### config.mk
export PLATFORM = sky130hd
export DESIGN_NAME = vmem_arbiter
export DESIGN_NICKNAME = d
export VERILOG_FILES = /design/src/rtl/vmem_arb_pkg.sv /design/src/rtl/vma_fixed_pick.sv /design/src/rtl/vma_conflict_mask.sv /design/src/rtl/vma_rr_pick.sv /design/src/rtl/vmem_arbiter.sv
export SDC_FILE = /design/constraint.sdc
export NUM_CORES = 1
export LEC_CHECK = 0
export BUFFER_PORTS_ARGS = -buffer_cell sky130_fd_sc_hd__buf_4
export CAP_MARGIN = 25
export CELL_PAD_IN_SITES_DETAIL_PLACEMENT = 1
export CELL_PAD_IN_SITES_GLOBAL_PLACEMENT = 1
export CORE_ASPECT_RATIO = 1.75
export CORE_MARGIN = 2
export CORE_UTILIZATION = 34
export DETAILED_ROUTE_END_ITERATION = 6
export GPL_TIMING_DRIVEN = 0
export MAX_ROUTING_LAYER = met4
export PLACE_DENSITY_LB_ADDON = 0.25
export SLEW_MARGIN = 20
export SYNTH_ARGS = -nofsm -noshare
export SYNTH_HDL_FRONTEND = slang
export SYNTH_SLANG_ARGS = --single-unit
### constraint.sdc
create_clock -name clk -period 5.3 [get_ports clk]
set_input_delay 0.795 -clock clk [delete_from_list [all_inputs] [get_ports clk]]
set_output_delay 0.795 -clock clk [all_outputs]
set_load 0.05 [all_outputs]
### src/rtl/vmem_arb_pkg.sv
package vmem_arb_pkg;

   // Port A client slots, in descending priority
   localparam int unsigned A_CPU = 0;
   localparam int unsigned A_DBG = 1;
   localparam int unsigned A_PAL = 2;
   localparam int unsigned A_CNT = 3;

   // Port B client slots, in rotation order
   localparam int unsigned B_TLA = 0;
   localparam int unsigned B_TLB = 1;
   localparam int unsigned B_SPR = 2;
   localparam int unsigned B_CNT = 3;

   // Width of an index into a set of n clients
   function automatic int unsigned idx_width(input int unsigned n);
      return (n <= 2) ? 1 : $clog2(n);
   endfunction

endpackage

### src/rtl/vma_fixed_pick.sv
module vma_fixed_pick #(
   parameter int unsigned NUM = 3
) (
   input  logic           clk,
   input  logic           rst_n,
   input  logic [NUM-1:0] req,
   output logic [NUM-1:0] gnt
);

   if (NUM < 1) begin : g_bad_num
      $error("vma_fixed_pick: NUM must be at least 1");
   end

   // Lowest index wins
   always_comb begin
      logic taken;
      gnt   = '0;
      taken = 1'b0;
      for (int i = 0; i < NUM; i++) begin
         if (req[i] && !taken) begin
            gnt[i] = 1'b1;
            taken  = 1'b1;
         end
      end
   end

   AST_A_ONEHOT: assert property (@(posedge clk) disable iff (!rst_n)
      $onehot0(gnt)) else $error("port A grant not one-hot");
   AST_A_TOP_WINS: assert property (@(posedge clk) disable iff (!rst_n)
      req[0] |-> gnt[0]) else $error("top priority client lost");
   AST_A_ONLY_REQ: assert property (@(posedge clk) disable iff (!rst_n)
      (gnt & ~req) == '0) else $error("grant without request");
   AST_A_BUSY: assert property (@(posedge clk) disable iff (!rst_n)
      (req != '0) |-> (gnt != '0)) else $error("port A idle while requested");

endmodule

### src/rtl/vma_conflict_mask.sv
module vma_conflict_mask #(
   parameter int unsigned NA     = 3,
   parameter int unsigned NB     = 3,
   parameter int unsigned ADDR_W = 4
) (
   input  logic [NA-1:0]     a_gnt,
   input  logic [NA-1:0]     a_wr,
   input  logic [ADDR_W-1:0] a_addr [NA],
   input  logic [NB-1:0]     b_req,
   input  logic [ADDR_W-1:0] b_addr [NB],
   output logic [NB-1:0]     b_elig
);

   if (ADDR_W < 1) begin : g_bad_aw
      $error("vma_conflict_mask: ADDR_W must be at least 1");
   end

   logic              wr_on;
   logic [ADDR_W-1:0] wr_addr;

   // Port A grant is one-hot, so an OR-select gives the write address
   always_comb begin
      wr_on   = 1'b0;
      wr_addr = '0;
      for (int i = 0; i < NA; i++) begin
         if (a_gnt[i] && a_wr[i]) begin
            wr_on   = 1'b1;
            wr_addr = wr_addr | a_addr[i];
         end
      end
   end

   for (genvar j = 0; j < NB; j++) begin : g_cmp
      logic hit;
      assign hit       = wr_on && (b_addr[j] == wr_addr);
      assign b_elig[j] = b_req[j] && !hit;
   end

endmodule

### src/rtl/vma_rr_pick.sv
module vma_rr_pick
   import vmem_arb_pkg::*;
#(
   parameter int unsigned NUM = 3
) (
   input  logic           clk,
   input  logic           rst_n,
   input  logic [NUM-1:0] req,
   output logic [NUM-1:0] gnt
);

   localparam int unsigned IDX_W = idx_width(NUM);
   localparam logic [IDX_W-1:0] LAST_RST = IDX_W'(NUM - 1);

   if (NUM < 2) begin : g_bad_num
      $error("vma_rr_pick: NUM must be at least 2");
   end

   logic [IDX_W-1:0] last_q;
   logic [IDX_W-1:0] win_idx;

   // Search begins one past the previous winner
   always_comb begin
      logic taken;
      int   pos;
      gnt     = '0;
      win_idx = last_q;
      taken   = 1'b0;
      for (int k = 1; k <= NUM; k++) begin
         pos = (int'(last_q) + k) % NUM;
         if (req[pos] && !taken) begin
            gnt[pos] = 1'b1;
            win_idx  = IDX_W'(pos);
            taken    = 1'b1;
         end
      end
   end

   always_ff @(posedge clk or negedge rst_n) begin
      if (!rst_n)       last_q <= LAST_RST;
      else if (|gnt)    last_q <= win_idx;
   end

   AST_B_ONEHOT: assert property (@(posedge clk) disable iff (!rst_n)
      $onehot0(gnt)) else $error("port B grant not one-hot");
   AST_B_ONLY_REQ: assert property (@(posedge clk) disable iff (!rst_n)
      (gnt & ~req) == '0) else $error("port B grant without eligible request");
   AST_B_LONE: assert property (@(posedge clk) disable iff (!rst_n)
      ($countones(req) == 1) |-> (gnt == req)) else $error("lone requester lost");
   AST_B_HOLD: assert property (@(posedge clk) disable iff (!rst_n)
      (gnt == '0) |=> $stable(last_q)) else $error("rotation moved without grant");
   AST_B_BUSY: assert property (@(posedge clk) disable iff (!rst_n)
      (req != '0) |-> (gnt != '0)) else $error("port B idle while requested");

endmodule

### src/rtl/vmem_arbiter.sv
module vmem_arbiter
   import vmem_arb_pkg::*;
#(
   parameter int unsigned ADDR_W = 4
) (
   input  logic              clk,
   input  logic              rst_n,
   input  logic              cpu_req,
   input  logic              cpu_wr,
   input  logic [ADDR_W-1:0] cpu_addr,
   input  logic              dbg_req,
   input  logic              dbg_wr,
   input  logic [ADDR_W-1:0] dbg_addr,
   input  logic              pal_req,
   input  logic [ADDR_W-1:0] pal_addr,
   input  logic              tla_req,
   input  logic [ADDR_W-1:0] tla_addr,
   input  logic              tlb_req,
   input  logic [ADDR_W-1:0] tlb_addr,
   input  logic              spr_req,
   input  logic [ADDR_W-1:0] spr_addr,
   output logic              cpu_gnt,
   output logic              dbg_gnt,
   output logic              pal_gnt,
   output logic              tla_gnt,
   output logic              tlb_gnt,
   output logic              spr_gnt
);

   if (ADDR_W < 1 || ADDR_W > 32) begin : g_bad_aw
      $error("vmem_arbiter: ADDR_W out of range");
   end

   logic [A_CNT-1:0]  a_req, a_wr, a_gnt;
   logic [ADDR_W-1:0] a_addr [A_CNT];
   logic [B_CNT-1:0]  b_req, b_elig, b_gnt;
   logic [ADDR_W-1:0] b_addr [B_CNT];

   // Gather client signals into slot-indexed vectors
   always_comb begin
      a_req[A_CPU]  = cpu_req;
      a_req[A_DBG]  = dbg_req;
      a_req[A_PAL]  = pal_req;
      a_wr[A_CPU]   = cpu_wr;
      a_wr[A_DBG]   = dbg_wr;
      a_wr[A_PAL]   = 1'b0;
      a_addr[A_CPU] = cpu_addr;
      a_addr[A_DBG] = dbg_addr;
      a_addr[A_PAL] = pal_addr;
      b_req[B_TLA]  = tla_req;
      b_req[B_TLB]  = tlb_req;
      b_req[B_SPR]  = spr_req;
      b_addr[B_TLA] = tla_addr;
      b_addr[B_TLB] = tlb_addr;
      b_addr[B_SPR] = spr_addr;
   end

   vma_fixed_pick #(.NUM(A_CNT)) u_port_a (
      .clk   (clk),
      .rst_n (rst_n),
      .req   (a_req),
      .gnt   (a_gnt)
   );

   vma_conflict_mask #(.NA(A_CNT), .NB(B_CNT), .ADDR_W(ADDR_W)) u_mask (
      .a_gnt  (a_gnt),
      .a_wr   (a_wr),
      .a_addr (a_addr),
      .b_req  (b_req),
      .b_addr (b_addr),
      .b_elig (b_elig)
   );

   vma_rr_pick #(.NUM(B_CNT)) u_port_b (
      .clk   (clk),
      .rst_n (rst_n),
      .req   (b_elig),
      .gnt   (b_gnt)
   );

   assign cpu_gnt = a_gnt[A_CPU];
   assign dbg_gnt = a_gnt[A_DBG];
   assign pal_gnt = a_gnt[A_PAL];
   assign tla_gnt = b_gnt[B_TLA];
   assign tlb_gnt = b_gnt[B_TLB];
   assign spr_gnt = b_gnt[B_SPR];

   // Cross-port hazard checks at the ports
   AST_CPU_WR_TLA: assert property (@(posedge clk) disable iff (!rst_n)
      (cpu_gnt && cpu_wr && tla_gnt) |-> (tla_addr != cpu_addr)) else $error("tile-A read under processor write");
   AST_CPU_WR_TLB: assert property (@(posedge clk) disable iff (!rst_n)
      (cpu_gnt && cpu_wr && tlb_gnt) |-> (tlb_addr != cpu_addr)) else $error("tile-B read under processor write");
   AST_CPU_WR_SPR: assert property (@(posedge clk) disable iff (!rst_n)
      (cpu_gnt && cpu_wr && spr_gnt) |-> (spr_addr != cpu_addr)) else $error("sprite read under processor write");
   AST_DBG_WR_TLA: assert property (@(posedge clk) disable iff (!rst_n)
      (dbg_gnt && dbg_wr && tla_gnt) |-> (tla_addr != dbg_addr)) else $error("tile-A read under probe write");
   AST_DBG_WR_SPR: assert property (@(posedge clk) disable iff (!rst_n)
      (dbg_gnt && dbg_wr && spr_gnt) |-> (spr_addr != dbg_addr)) else $error("sprite read under probe write");
   AST_READ_SHARE: assert property (@(posedge clk) disable iff (!rst_n)
      (cpu_req && !cpu_wr && tla_req && !tlb_req && !spr_req) |-> tla_gnt) else $error("read/read blocked");

endmodule

; After elaboration in Yosys (flattened, before gate mapping)
; Cells that the tools add are included.
[totals]
register_bits = 2
inputBits = 34
output_inout_bits = 6
wordCells = 75
[op_classes]
addsub = 3
div_mod_pow = 3
order_cmp = 6
eq_ne = 3
n_mux = 31
n_bitwise = 3
reduce_logical = 25
[op_table]
columns = op, n
row1 = ">= comparator 32 x 1 -> 1 bit, second input constant", 3
row2 = "< comparator 32 x 4 -> 1 bit, second input constant", 3
row3 = "modulo 32 x 2 -> 32 bit, second input constant", 3
row4 = 2-to-1 mux 1 bit, 17
row5 = logical AND 1 bit, 15
row6 = == test 4 bit, 3
row7 = 2-to-1 mux 3 bit, 3
row8 = 2-to-1 mux 4 bit, 2
row9 = logical NOT 1 bit, 7
row10 = "adder 2 x 2 -> 3 bit, second input constant", 2
row11 = binary-select mux 1 bit (select 2 bit), 3
row12 = demux 1 bit (select 2 bit), 3
row13 = 2-to-1 mux 2 bit, 3
row14 = OR 3 bit, 2
row15 = OR 4 bit, 1
row16 = "adder 2 x 1 -> 3 bit, second input constant", 1
row17 = nonzero test 3 bit, 1
row18 = OR reduction 3 bit, 1
row19 = AND reduction 2 bit, 1

; Logic depth before layout (Yosys ltp)
; Gate-level depths: netlist of run 1.
[logic_depth]
ltp_word = 22
mapped_depth = 10

; Hierarchy
; Synthesis of run 1 repeated with hierarchy kept, for this count alone.
[unflattened]
hier_cells = 85
hier_area_um2 = 690.7
[by_module_without_submodules]
columns = mod, instances, cells_each, area_each_um2, seq_area_each_um2
row1 = vma_rr_pick, 1, 41, 385.4, 51.3
row2 = vma_conflict_mask, 1, 40, 275.3, 0.0
row3 = vma_fixed_pick, 1, 3, 26.3, 0.0
row4 = vmem_arbiter, 1, 1, 3.8, 0.0

; Least setup slack after synthesis of run 1
; OpenSTA, ideal clock, no wires.
[synth_path]
path_type = input -> output
startpoint = in cpu_req
endpoint = out spr_gnt
arrival_ns = 3.461
required_time_ns = 4.505
path_slack_ns = 1.044
path_stages = 7
n_path_buf = 0
path_cell_list = nand4b_4 and3_1 or4_4 o21a_4 a221oi_4 inv_1 o31ai_1
[synth_via]
elab_chain_len = 20
word_cells_on_any_way = 43
cone_classes = eq/ne (3) / mux (20) / bitwise (3) / reduce/logical (17)
[synth_lines]
columns = item, line_no
row1 = "start, declared", vmem_arbiter.sv:8  ; input logic cpu_req,
row2 = 2-to-1 mux 1 bit (*), vma_fixed_pick.sv:20  ; if (req[i] && !taken) begin
row3 = logical NOT 1 bit, vma_fixed_pick.sv:20
row4 = logical AND 1 bit, vma_fixed_pick.sv:20
row5 = 2-to-1 mux 1 bit, vma_fixed_pick.sv:20
row6 = logical AND 1 bit, vma_conflict_mask.sv:26  ; if (a_gnt[i] && a_wr[i]) begin
row7 = 2-to-1 mux 4 bit, vma_conflict_mask.sv:26
row8 = == test 4 bit, vma_conflict_mask.sv:35  ; assign hit = wr_on && (b_addr[j] == wr_addr);
row9 = logical AND 1 bit, vma_conflict_mask.sv:35
row10 = (+3 left out), -
row11 = 2-to-1 mux 1 bit (implied by the code) (2 in a row), vma_rr_pick.sv:31  ; if (req[pos] && !taken) begin
row12 = 2-to-1 mux 1 bit, vma_rr_pick.sv:31
row13 = logical NOT 1 bit, vma_rr_pick.sv:31
row14 = logical AND 1 bit, vma_rr_pick.sv:31
row15 = 2-to-1 mux 1 bit, vma_rr_pick.sv:31
row16 = logical NOT 1 bit, vma_rr_pick.sv:31
row17 = logical AND 1 bit, vma_rr_pick.sv:31
row18 = 2-to-1 mux 3 bit (*), vma_rr_pick.sv:31
row19 = "end, declared", vmem_arbiter.sv:27  ; output logic spr_gnt
; Every way passes the cells marked *; elsewhere a longest branch is shown, timed or not. The select of a mux whose other input is x is not followed.

; Worst setup path after layout of run 1
[layout_path]
startpoint = in cpu_req
endpoint = out tlb_gnt
[layout_via]
elab_chain_len = 20
word_cells_on_any_way = 43
cone_classes = eq/ne (3) / mux (20) / bitwise (3) / reduce/logical (17)
[layout_lines]
columns = item, line_no
row1 = 2-to-1 mux 1 bit (*), vma_fixed_pick.sv:20
row2 = logical NOT 1 bit, vma_fixed_pick.sv:20
row3 = logical AND 1 bit, vma_fixed_pick.sv:20
row4 = 2-to-1 mux 1 bit, vma_fixed_pick.sv:20
row5 = logical AND 1 bit, vma_conflict_mask.sv:26
row6 = 2-to-1 mux 4 bit, vma_conflict_mask.sv:26
row7 = == test 4 bit, vma_conflict_mask.sv:35
row8 = logical AND 1 bit, vma_conflict_mask.sv:35
row9 = (+3 left out), -
row10 = 2-to-1 mux 1 bit (implied by the code) (2 in a row), vma_rr_pick.sv:31
row11 = 2-to-1 mux 1 bit, vma_rr_pick.sv:31
row12 = logical NOT 1 bit, vma_rr_pick.sv:31
row13 = logical AND 1 bit, vma_rr_pick.sv:31
row14 = 2-to-1 mux 1 bit, vma_rr_pick.sv:31
row15 = logical NOT 1 bit, vma_rr_pick.sv:31
row16 = logical AND 1 bit, vma_rr_pick.sv:31
row17 = 2-to-1 mux 3 bit (*), vma_rr_pick.sv:31
row18 = "end, declared", vmem_arbiter.sv:26  ; output logic tlb_gnt,
; Marks and branches as above.

==> impl_metrics.py, run 1 <==
metrics = {
    "worst_setup_path": {
        "required_ns": 4.51,
        "critPathKind": "in -> out",
        "rr_worst_depth": 10,
        "slowest_delay_ns": 0.52,
        "endpoint_kind": "primary output",
        "worstPathMaxFanout": 8,
        "crit_chain": "buf_4, nand4b_1, a21o_1, o2111a_1, a21boi_1, a311oi_1, o31ai_1, inv_1, buf_4",
        "slowest_stage": "a21boi_1",
        "crit_top_cell": "buf_4",
        "worstPathArrival_ns": 3.22,
        "startpoint_type": "input pin",
    },
    "global_route": {
        "antenna_found_initial": 0,
        "grt_max_degree": 11,
        "grt_pass1_wl_um": 4460,
        "first_global_vias": 1100,
        "grt_overflow": 0,
        "grt_usage_pct": 21.9,
    },
    "die": {
        "die_h_um": 69.1,
        "start_util_pct": 35.8,
        "die_w_um": 41.2,
        "coreArea_sq_mm": 0.00230,
        "io_pins": 40,
        "die-area_sq_mm": 0.00285,
        "std_cell_rows": 23,
    },
    "clock_tree": {
        "htree_levels": 1,
        "cts_buffers": 3,
        "hold_buffers": 0,
        "cts_tree": "built",
        "cts_resized": 0,
        "root_buffer": "clkbuf_8",
        "cts_setup_buffers": 0,
        "clkSinkCount": 2,
        "clkTransAtPathRegs_ns": 0.03,
        "clk_latency_ns": 0.21,
        "clockBufferDepth": 2,
    },
    "synthesis": {
        "synth_top_family_by_area": "compound AO/OA/AOI/OAI gates",
        "post_synth_xor_area_fraction_pct": 0,
        "async_reset_ff_share_pct": 100,
        "synthMuxAreaShare_pct": 0,
        "synth_edf_count": 0,
        "synth.top_cell.area_share_pct": 6.08,
        "synthFlopType": "dfstp_2",
        "ys_top_cells_by_area": "a21oi_1, and3_1, ha_1",
        "synth_compound_area_share_pct": 44.8,
        "yosys-top-cells-count": "a21oi_1, nand3_1, inv_1",
        "synth_adder_area_share_pct": 6.08,
        "synth_cell_types": 50,
        "synth_top_cell_by_area": "a21oi_1",
        "ys_warn_count": 0,
        "syn-num-nets": 146,
        "ys_seq_area_share_pct": 6.23,
        "syn_inst": 108,
        "syn_avg_cell_area_sq_um": 7.62,
        "syn_area_sq_um": 823,
        "ys_ff_latch": 2,
        "synth-simple-area-share_pct": 36.5,
    },
    "sta": {
        "fin_worst_skew_ns": 0.00501,
        "finalSetupViolations": 0,
        "timing_hold_violations_final": 0,
        "fmax_mhz": 249,
        "setup_tns_ns": 0,
        "fin_crit_sh_pct": 75.7,
        "rsz0062_at_grt": "false",
        "final_max_slew_viol_count": 0,
        "fin_crit_ns": 4.01,
        "worstMarginPinSlew_ns": 0.644,
        "slew_headroom_pct": 56.0,
    },
    "final_layout": {
        "reg_top3": "u_port_b.last_q (2)",
        "post-route-util_pct": 50.5,
        "largest_reg_flops": 2,
        "drive_gt1_share_pct": 36.1,
        "syn_to_final_growth_pct": 41.2,
        "multi_input_area_sq_um": 719,
        "largest_register": "u_port_b.last_q",
        "register_area_sq_um": 51.3,
        "fillerInstances": 302,
        "antenna_cells": 0,
        "final_cells": 172,
        "fin_nets": 186,
    },
    "placed_design": {
        "hpwl_um": 2450,
        "placedCellCount": 168,
        "port_buffers": 35,
        "place_congestion": 0.756,
    },
    "drt": {
        "wl_per_cell_um": 17.0,
        "vias": 1043,
        "drc": 0,
        "postRouteAntennaNets": 0,
        "met1_length_um": 1020,
        "drt_iter0_drc": 14,
        "routed_via_density": 6.06,
        "top_layer": "met4",
        "dr_wl_met3_um": 137,
        "wl_um": 2920,
        "first_pass_iters": 4,
        "wl_met2_um": 1700,
    },
    "run_status": {
        "status": "complete, no violations",
    },
    "pwr": {
        "p_leak_nw": 0.540,
        "p_per_area_mw_per_mm2": 514,
        "max-vdd-ir-drop_mv": 0.539,
    },
    "min_path": {
        "hold_path.class": "in -> async",
    },
    "run": {
        "drv_cap": 0,
    },
}
-- worst max-delay path, delay by kind of cell --
| kind | cells | cell delay [ns] |
|---|---|---|
| buffers and inverters | 3 | 0.51 |
| AO/OA/AOI/OAI | 5 | 1.60 |
| AND/OR/NAND/NOR | 1 | 0.30 |
-- report_power, final --
| part | switching (mW) | total (mW) | internal [mW] | leakage, nW |
|---|---|---|---|---|
| sequential | 0.00618 | 0.0336 | 0.0274 | 0.0229 |
| combinational | 0.310 | 0.500 | 0.189 | 0.494 |
| clock | 0.0131 | 0.0641 | 0.0511 | 0.0228 |
-- cell families after synthesis --
group / count (synthesis)
buffers and inverters: 12
and+or+nand+nor: 46
AOI/OAI and AO/OA: 44
adders and majority gates: 4
DFF: 2
-- layout make-up --
cell class | count | share of cell area [%]
Multi-Input combinational cell | 94 | 61.9
Timing Repair Buffer | 35 | 22.6
Inverter | 9 | 2.91
Tap cell | 25 | 2.69
Clock buffer | 4 | 3.88
Buffer | 3 | 1.61
Sequential cell | 2 | 4.41
-- metal layers --
metal,vias up,track usage [%]
met5,-,-
met4,0,9.68
met3,6,0.965
met2,30,41.1
met1,498,19.6
li1,509,-
-- layout by cell type (no fill, tap or decap), types with 3 or more instances in the layout --
cell type,n
a211oi_2,3
a21o_1,3
a21oi_1,10
and3_1,8
buf_4,37
clkbuf_8,3
ha_1,4
inv_1,9
nand2_1,6
nand3_1,10
nand4b_1,3
nor2_1,3
nor2b_1,3
-- path summary, 6_finish.rpt --
check                                            endpoint                           start  slack (ns)
min in group clk           u_port_b.last_q[1]$_DFFE_PN1P_  u_port_b.last_q[1]$_DFFE_PN1P_        0.61
setup reg to reg           u_port_b.last_q[1]$_DFFE_PN1P_  u_port_b.last_q[0]$_DFFE_PN0P_        2.60
hold reg to reg            u_port_b.last_q[1]$_DFFE_PN1P_  u_port_b.last_q[1]$_DFFE_PN1P_        0.61
setup / recovery                                  tlb_gnt                         cpu_req        1.29
max in group asynchronous  u_port_b.last_q[1]$_DFFE_PN1P_                           rst_n        4.76
hold / removal             u_port_b.last_q[0]$_DFFE_PN0P_                           rst_n        0.36
-- per-stage QoR --
stage | hold WS, ns | setup WS [ns] | power (mW) | area, sq um
after floorplan | 0.499 | 1.04 | 0.401 | 823
after global placement | 0.576 | 1.39 | 0.511 | 1120
after detailed placement | 0.578 | 1.38 | 0.532 | 1120
after CTS | 0.352 | 1.32 | 0.601 | 1160
after global routing | 0.352 | 1.09 | 0.645 | 1160
final | 0.355 | 1.29 | 0.597 | 1160
Note: power is estimated with default switching activity, not from simulation.
==> inputs of run 2 (changes only) <==
Settings changed: CORE_UTILIZATION 34 to 31.
Clock period 5.3 ns to 4.11 ns, I/O delays scaled along.
==> impl_metrics.py, run 2 (same netlist as run 1, synthesis figures left out) <==
metrics = {
    "placed_design": {
        "port_buffers": 35,
        "hpwl_um": 2280,
        "place_congestion": 0.819,
        "post-place-ws_ns": 0.546,
    },
    "worst_setup_path": {
        "startpoint_type": "input pin",
        "required_ns": 3.49,
        "endpoint_kind": "primary output",
        "worstPathArrival_ns": 2.96,
        "critPathKind": "in -> out",
        "worstPathMaxFanout": 8,
    },
    "pwr": {
        "fin_total_pwr_uw": 764,
        "p_per_area_mw_per_mm2": 656,
        "max-vdd-ir-drop_mv": 0.597,
        "p_leak_nw": 0.540,
    },
    "sta": {
        "setup_tns_ns": 0,
        "timing_hold_violations_final": 0,
        "fin_crit_ns": 3.58,
        "worstMarginPinSlew_ns": 0.644,
        "fin_hold_ws_ns": 0.178,
        "slew_headroom_pct": 55.9,
        "final_max_slew_viol_count": 0,
        "fin_crit_sh_pct": 87.0,
        "rsz0062_at_grt": "false",
        "finalSetupViolations": 0,
        "worst_slack_ns": 0.535,
        "fin_worst_skew_ns": 0.00601,
        "fmax_mhz": 280,
    },
    "global_route": {
        "grt_usage_pct": 18.6,
        "grt_overflow": 0,
        "grt_max_degree": 11,
        "grt_pass1_wl_um": 4490,
        "first_global_vias": 1026,
        "antenna_found_initial": 0,
    },
    "die": {
        "start_util_pct": 32.6,
        "die_h_um": 72.2,
        "die_w_um": 43.0,
        "std_cell_rows": 24,
        "coreArea_sq_mm": 0.00252,
        "io_pins": 40,
        "die-area_sq_mm": 0.00310,
    },
    "final_layout": {
        "final_cell_mix": "buf_4, nand3_1, a21oi_1",
        "final_common_cell": "buf_4",
        "fin_nets": 186,
        "drive_gt1_share_pct": 36.1,
        "largest_register": "u_port_b.last_q",
        "largest_reg_flops": 2,
        "antenna_cells": 0,
        "syn_to_final_growth_pct": 41.3,
        "reg_top3": "u_port_b.last_q (2)",
    },
    "drt": {
        "postRouteAntennaNets": 0,
        "vias": 1042,
        "first_pass_iters": 4,
        "wl_per_cell_um": 15.7,
        "drt_iter0_drc": 5,
        "wl_um": 2720,
        "routed_via_density": 6.02,
        "drc": 0,
    },
    "clock_tree": {
        "root_buffer": "clkbuf_8",
        "hold_buffers": 0,
        "clk_latency_ns": 0.21,
        "cts_tree": "built",
        "htree_levels": 1,
        "clockBufferDepth": 2,
        "clkSinkCount": 2,
        "cts_setup_buffers": 0,
        "cts_resized": 0,
        "cts_buffers": 3,
        "clkTransAtPathRegs_ns": 0.03,
    },
    "min_path": {
        "hold_path.class": "in -> async",
    },
    "run_status": {
        "status": "complete, no violations",
    },
    "run": {
        "drv_cap": 0,
    },
}
==> run 2: cell counts in the layout (fill, tap and decap cells not counted) <==
No cell type changed its count.
==> run 2: worst max-delay path: stages <==
cell and delay, ns:
buf_4 0.14, nand4b_1 0.30, a21o_1 0.25, o2111a_1 0.17
a21boi_1 0.50, a311oi_1 0.18, o31ai_1 0.44, inv_1 0.15
buf_4 0.22
==> run 2: where the power goes <==
group	switching (mW)	internal (mW)
registers	0.00776	0.0353
logic	0.394	0.244
clock network	0.0166	0.0659
==> run 2: worst paths after layout <==
path                                           startpoint                        endpoint  slack [ns]  cells past startpoint
setup / recovery                                  cpu_req                         tlb_gnt        0.53                      9
hold / removal                                      rst_n  u_port_b.last_q[0]$_DFFE_PN0P_        0.18                      1
setup reg to reg           u_port_b.last_q[0]$_DFFE_PN0P_  u_port_b.last_q[1]$_DFFE_PN1P_        1.44                     10
hold reg to reg            u_port_b.last_q[1]$_DFFE_PN1P_  u_port_b.last_q[1]$_DFFE_PN1P_        0.61                      2
max in group asynchronous                           rst_n  u_port_b.last_q[1]$_DFFE_PN1P_        3.74                      1
min in group clk           u_port_b.last_q[1]$_DFFE_PN1P_  u_port_b.last_q[1]$_DFFE_PN1P_        0.61                      2
==> run 2: stage by stage <==
step | util (%) | std cells | instance area, sq um
2_1_floorplan | - | 108 | 823
3_3_place_gp | 44.3 | 169 | 1120
3_5_place_dp | 44.3 | 169 | 1120
4_1_cts | 46.1 | 173 | 1160
5_1_grt | 46.1 | 173 | 1160
6_report | 46.1 | 173 | 1160
==> run 2: layer usage <==
layer  global-route usage (%)  routed length, um  vias up  share of wire [%]
li1                         -                  -      511                  -
met1                     17.8                980      499                 36
met2                     38.7               1590       30                 58
met3                    0.995                128        2                4.7
met4                     4.04                 20        0               0.74
met5                        -                  0        -                  0
==> run 2: layout make-up <==
cell class	instances	area [sq um]
fillers	317	1360
clock buffers	4	45.0
inverters	9	33.8
well taps	26	32.5
repair buffers	35	263
flip-flops and latches	2	51.3
multi-input cells	94	719
plain buffers	3	18.8
==> inputs of run 3 (changes only) <==
Settings changed: CORE_UTILIZATION 31 to 28.
Clock period 4.11 ns to 2.9 ns, I/O delays scaled along.
==> impl_metrics.py, run 3 (same netlist as run 1, synthesis figures left out) <==
metrics = {
    "clock_tree": {
        "root_buffer": "clkbuf_8",
        "clk_latency_ns": 0.21,
        "clkTransAtPathRegs_ns": 0.03,
        "cts_buffers": 3,
        "cts_tree": "built",
        "clockBufferDepth": 2,
        "clkSinkCount": 2,
        "htree_levels": 1,
    },
    "final_layout": {
        "final_common_cell": "buf_4",
        "final_cell_mix": "buf_4, a21oi_1, nand3_1",
        "fin_nets": 199,
        "final_cells": 188,
        "post-route-util_pct": 50.9,
        "reg_top3": "u_port_b.last_q (2)",
        "final_area_sq_mm": 0.00146,
        "syn_to_final_growth_pct": 77.1,
        "drive_gt1_share_pct": 55.0,
        "largest_reg_flops": 2,
        "antenna_cells": 0,
        "largest_register": "u_port_b.last_q",
        "fillerInstances": 358,
    },
    "worst_setup_path": {
        "rr_startpoint": "u_port_b.last_q[1]$_DFFE_PN1P_",
        "required_ns": 2.47,
        "rr_endpoint": "u_port_b.last_q[1]$_DFFE_PN1P_",
        "endpoint_kind": "primary output",
        "critPathBufInv": 2,
        "crit_family": "compound AO/OA/AOI/OAI gates",
        "startpoint_type": "input pin",
        "slowest_stage": "or4_4",
        "critPathKind": "in -> out",
        "worstPathMaxFanout": 8,
        "r2r_setup_slack_ns": 0.55,
        "crit_chain": "buf_12, nand4b_4, and3_4, or4_4, o21a_4, a221oi_4, a21boi_4, a21oi_2, buf_6",
        "rr_worst_depth": 9,
        "cp.depth": 9,
        "worstPathArrival_ns": 2.53,
        "slowest_delay_ns": 0.52,
    },
    "pwr": {
        "p_switching_uw": 703,
        "p_sw_share_pct": 51.5,
        "fin_total_pwr_mw": 1.37,
        "p_per_area_mw_per_mm2": 937,
        "max-vdd-ir-drop_mv": 0.911,
        "p_leak_nw": 0.636,
        "combPwrFrac_pct": 86.8,
        "p_int_uw": 662,
        "power.share.clock_pct": 8.5,
        "pwr-share-seq_pct": 4.8,
    },
    "placed_design": {
        "placedCellCount": 171,
        "dpl_cell_area_sq_mm": 0.00114,
        "place_congestion": 0.850,
        "port_buffers": 35,
        "hpwl_um": 2480,
    },
    "die": {
        "std_cell_rows": 26,
        "die_h_um": 75.7,
        "die-area_sq_mm": 0.00341,
        "start_util_pct": 28.8,
        "io_pins": 40,
        "coreArea_sq_mm": 0.00286,
        "die_w_um": 45.0,
    },
    "global_route": {
        "antenna_found_initial": 0,
        "grt_max_degree": 10,
        "first_global_vias": 1203,
        "grt_usage_pct": 20.8,
        "grt_pass1_wl_um": 5150,
        "grt_overflow": 0,
    },
    "drt": {
        "drt_iter0_drc": 12,
        "drc": 0,
        "routed_via_density": 6.09,
        "postRouteAntennaNets": 0,
        "wl_per_cell_um": 17.9,
        "vias": 1145,
        "first_pass_iters": 4,
        "wl_um": 3360,
    },
    "sta": {
        "rsz0062_at_grt": "true",
        "slew_headroom_pct": 70.5,
        "worstMarginPinSlew_ns": 0.438,
        "fin_worst_skew_ns": 0.00392,
        "finalSetupViolations": 2,
        "fin_crit_ns": 2.97,
        "setup_tns_ns": -0.103,
        "worst_slack_ns": -0.0677,
        "final_max_slew_viol_count": 0,
        "timing_hold_violations_final": 0,
        "fmax_mhz": 337,
        "fin_crit_sh_pct": 102,
    },
    "run": {
        "drv_cap": 0,
    },
    "min_path": {
        "hold_path.class": "in -> async",
    },
    "run_status": {
        "status": "finished, violations left",
        "violations": "setup timing",
    },
}
==> run 3: timing repair <==
action / in CTS / in global routing
hold buffers: 1 / 0
hold endpoints to repair: 1 / 0
setup endpoints to repair: 3 / 3
setup buffers: 9 / 4
resized for setup: 23 / 15
pin swaps: 7 / 7
==> run 3: per-stage QoR <==
step           setup slack (ns)  hold WS, ns
2_1_floorplan          -0.00188        0.139
3_3_place_gp             -0.337        0.217
3_5_place_dp             -0.349        0.219
4_1_cts                 -0.0416        0.542
5_1_grt                  -0.168        0.552
6_report                -0.0677        0.552
==> run 3: final cells by class <==
| class | count | area (sq um) | area share (%) |
|---|---|---|---|
| multi-input cells | 94 | 873 | 59.9 |
| repair buffers | 49 | 394 | 27.0 |
| flip-flops and latches | 2 | 51.3 | 3.52 |
| clock buffers | 4 | 45.0 | 3.09 |
| inverters | 9 | 36.3 | 2.49 |
| well taps | 28 | 35.0 | 2.40 |
| plain buffers | 2 | 22.5 | 1.55 |
==> run 3: worst max-delay path by stage <==
stage,endpoint,startpoint
after global placement,tlb_gnt,cpu_req
after CTS,tla_gnt,cpu_req
after global routing,tla_gnt,cpu_req
after detailed placement,tlb_gnt,cpu_req
final,tla_gnt,cpu_req
after floorplan,spr_gnt,cpu_req
==> run 3: worst reg2reg max path, cell delays in order, from the launching register on <==
cell	delay, ns
dfstp_2	0.37
inv_1	0.11
ha_2	0.29
nor2b_1	0.21
or3b_2	0.47
a311oi_2	0.29
o31ai_2	0.12
buf_4	0.15
and4_1	0.15
o32ai_2	0.09
==> run 3: power groups by stage <==
stage	Clock, mW	Sequential, mW	Combinational [mW]
after floorplan	0	0.0586	0.712
after global placement	0	0.0595	0.919
after detailed placement	0	0.0614	0.940
after CTS	0.119	0.0613	1.08
after global routing	0.126	0.0702	1.28
final	0.116	0.0653	1.18
==> run 3: per-layer routing <==
metal | GRT usage [%] | share of wire [%]
met1 | 18.1 | 30
met2 | 41.1 | 64
met3 | 2.84 | 4.4
met4 | 10.1 | 1.9
met5 | - | 0
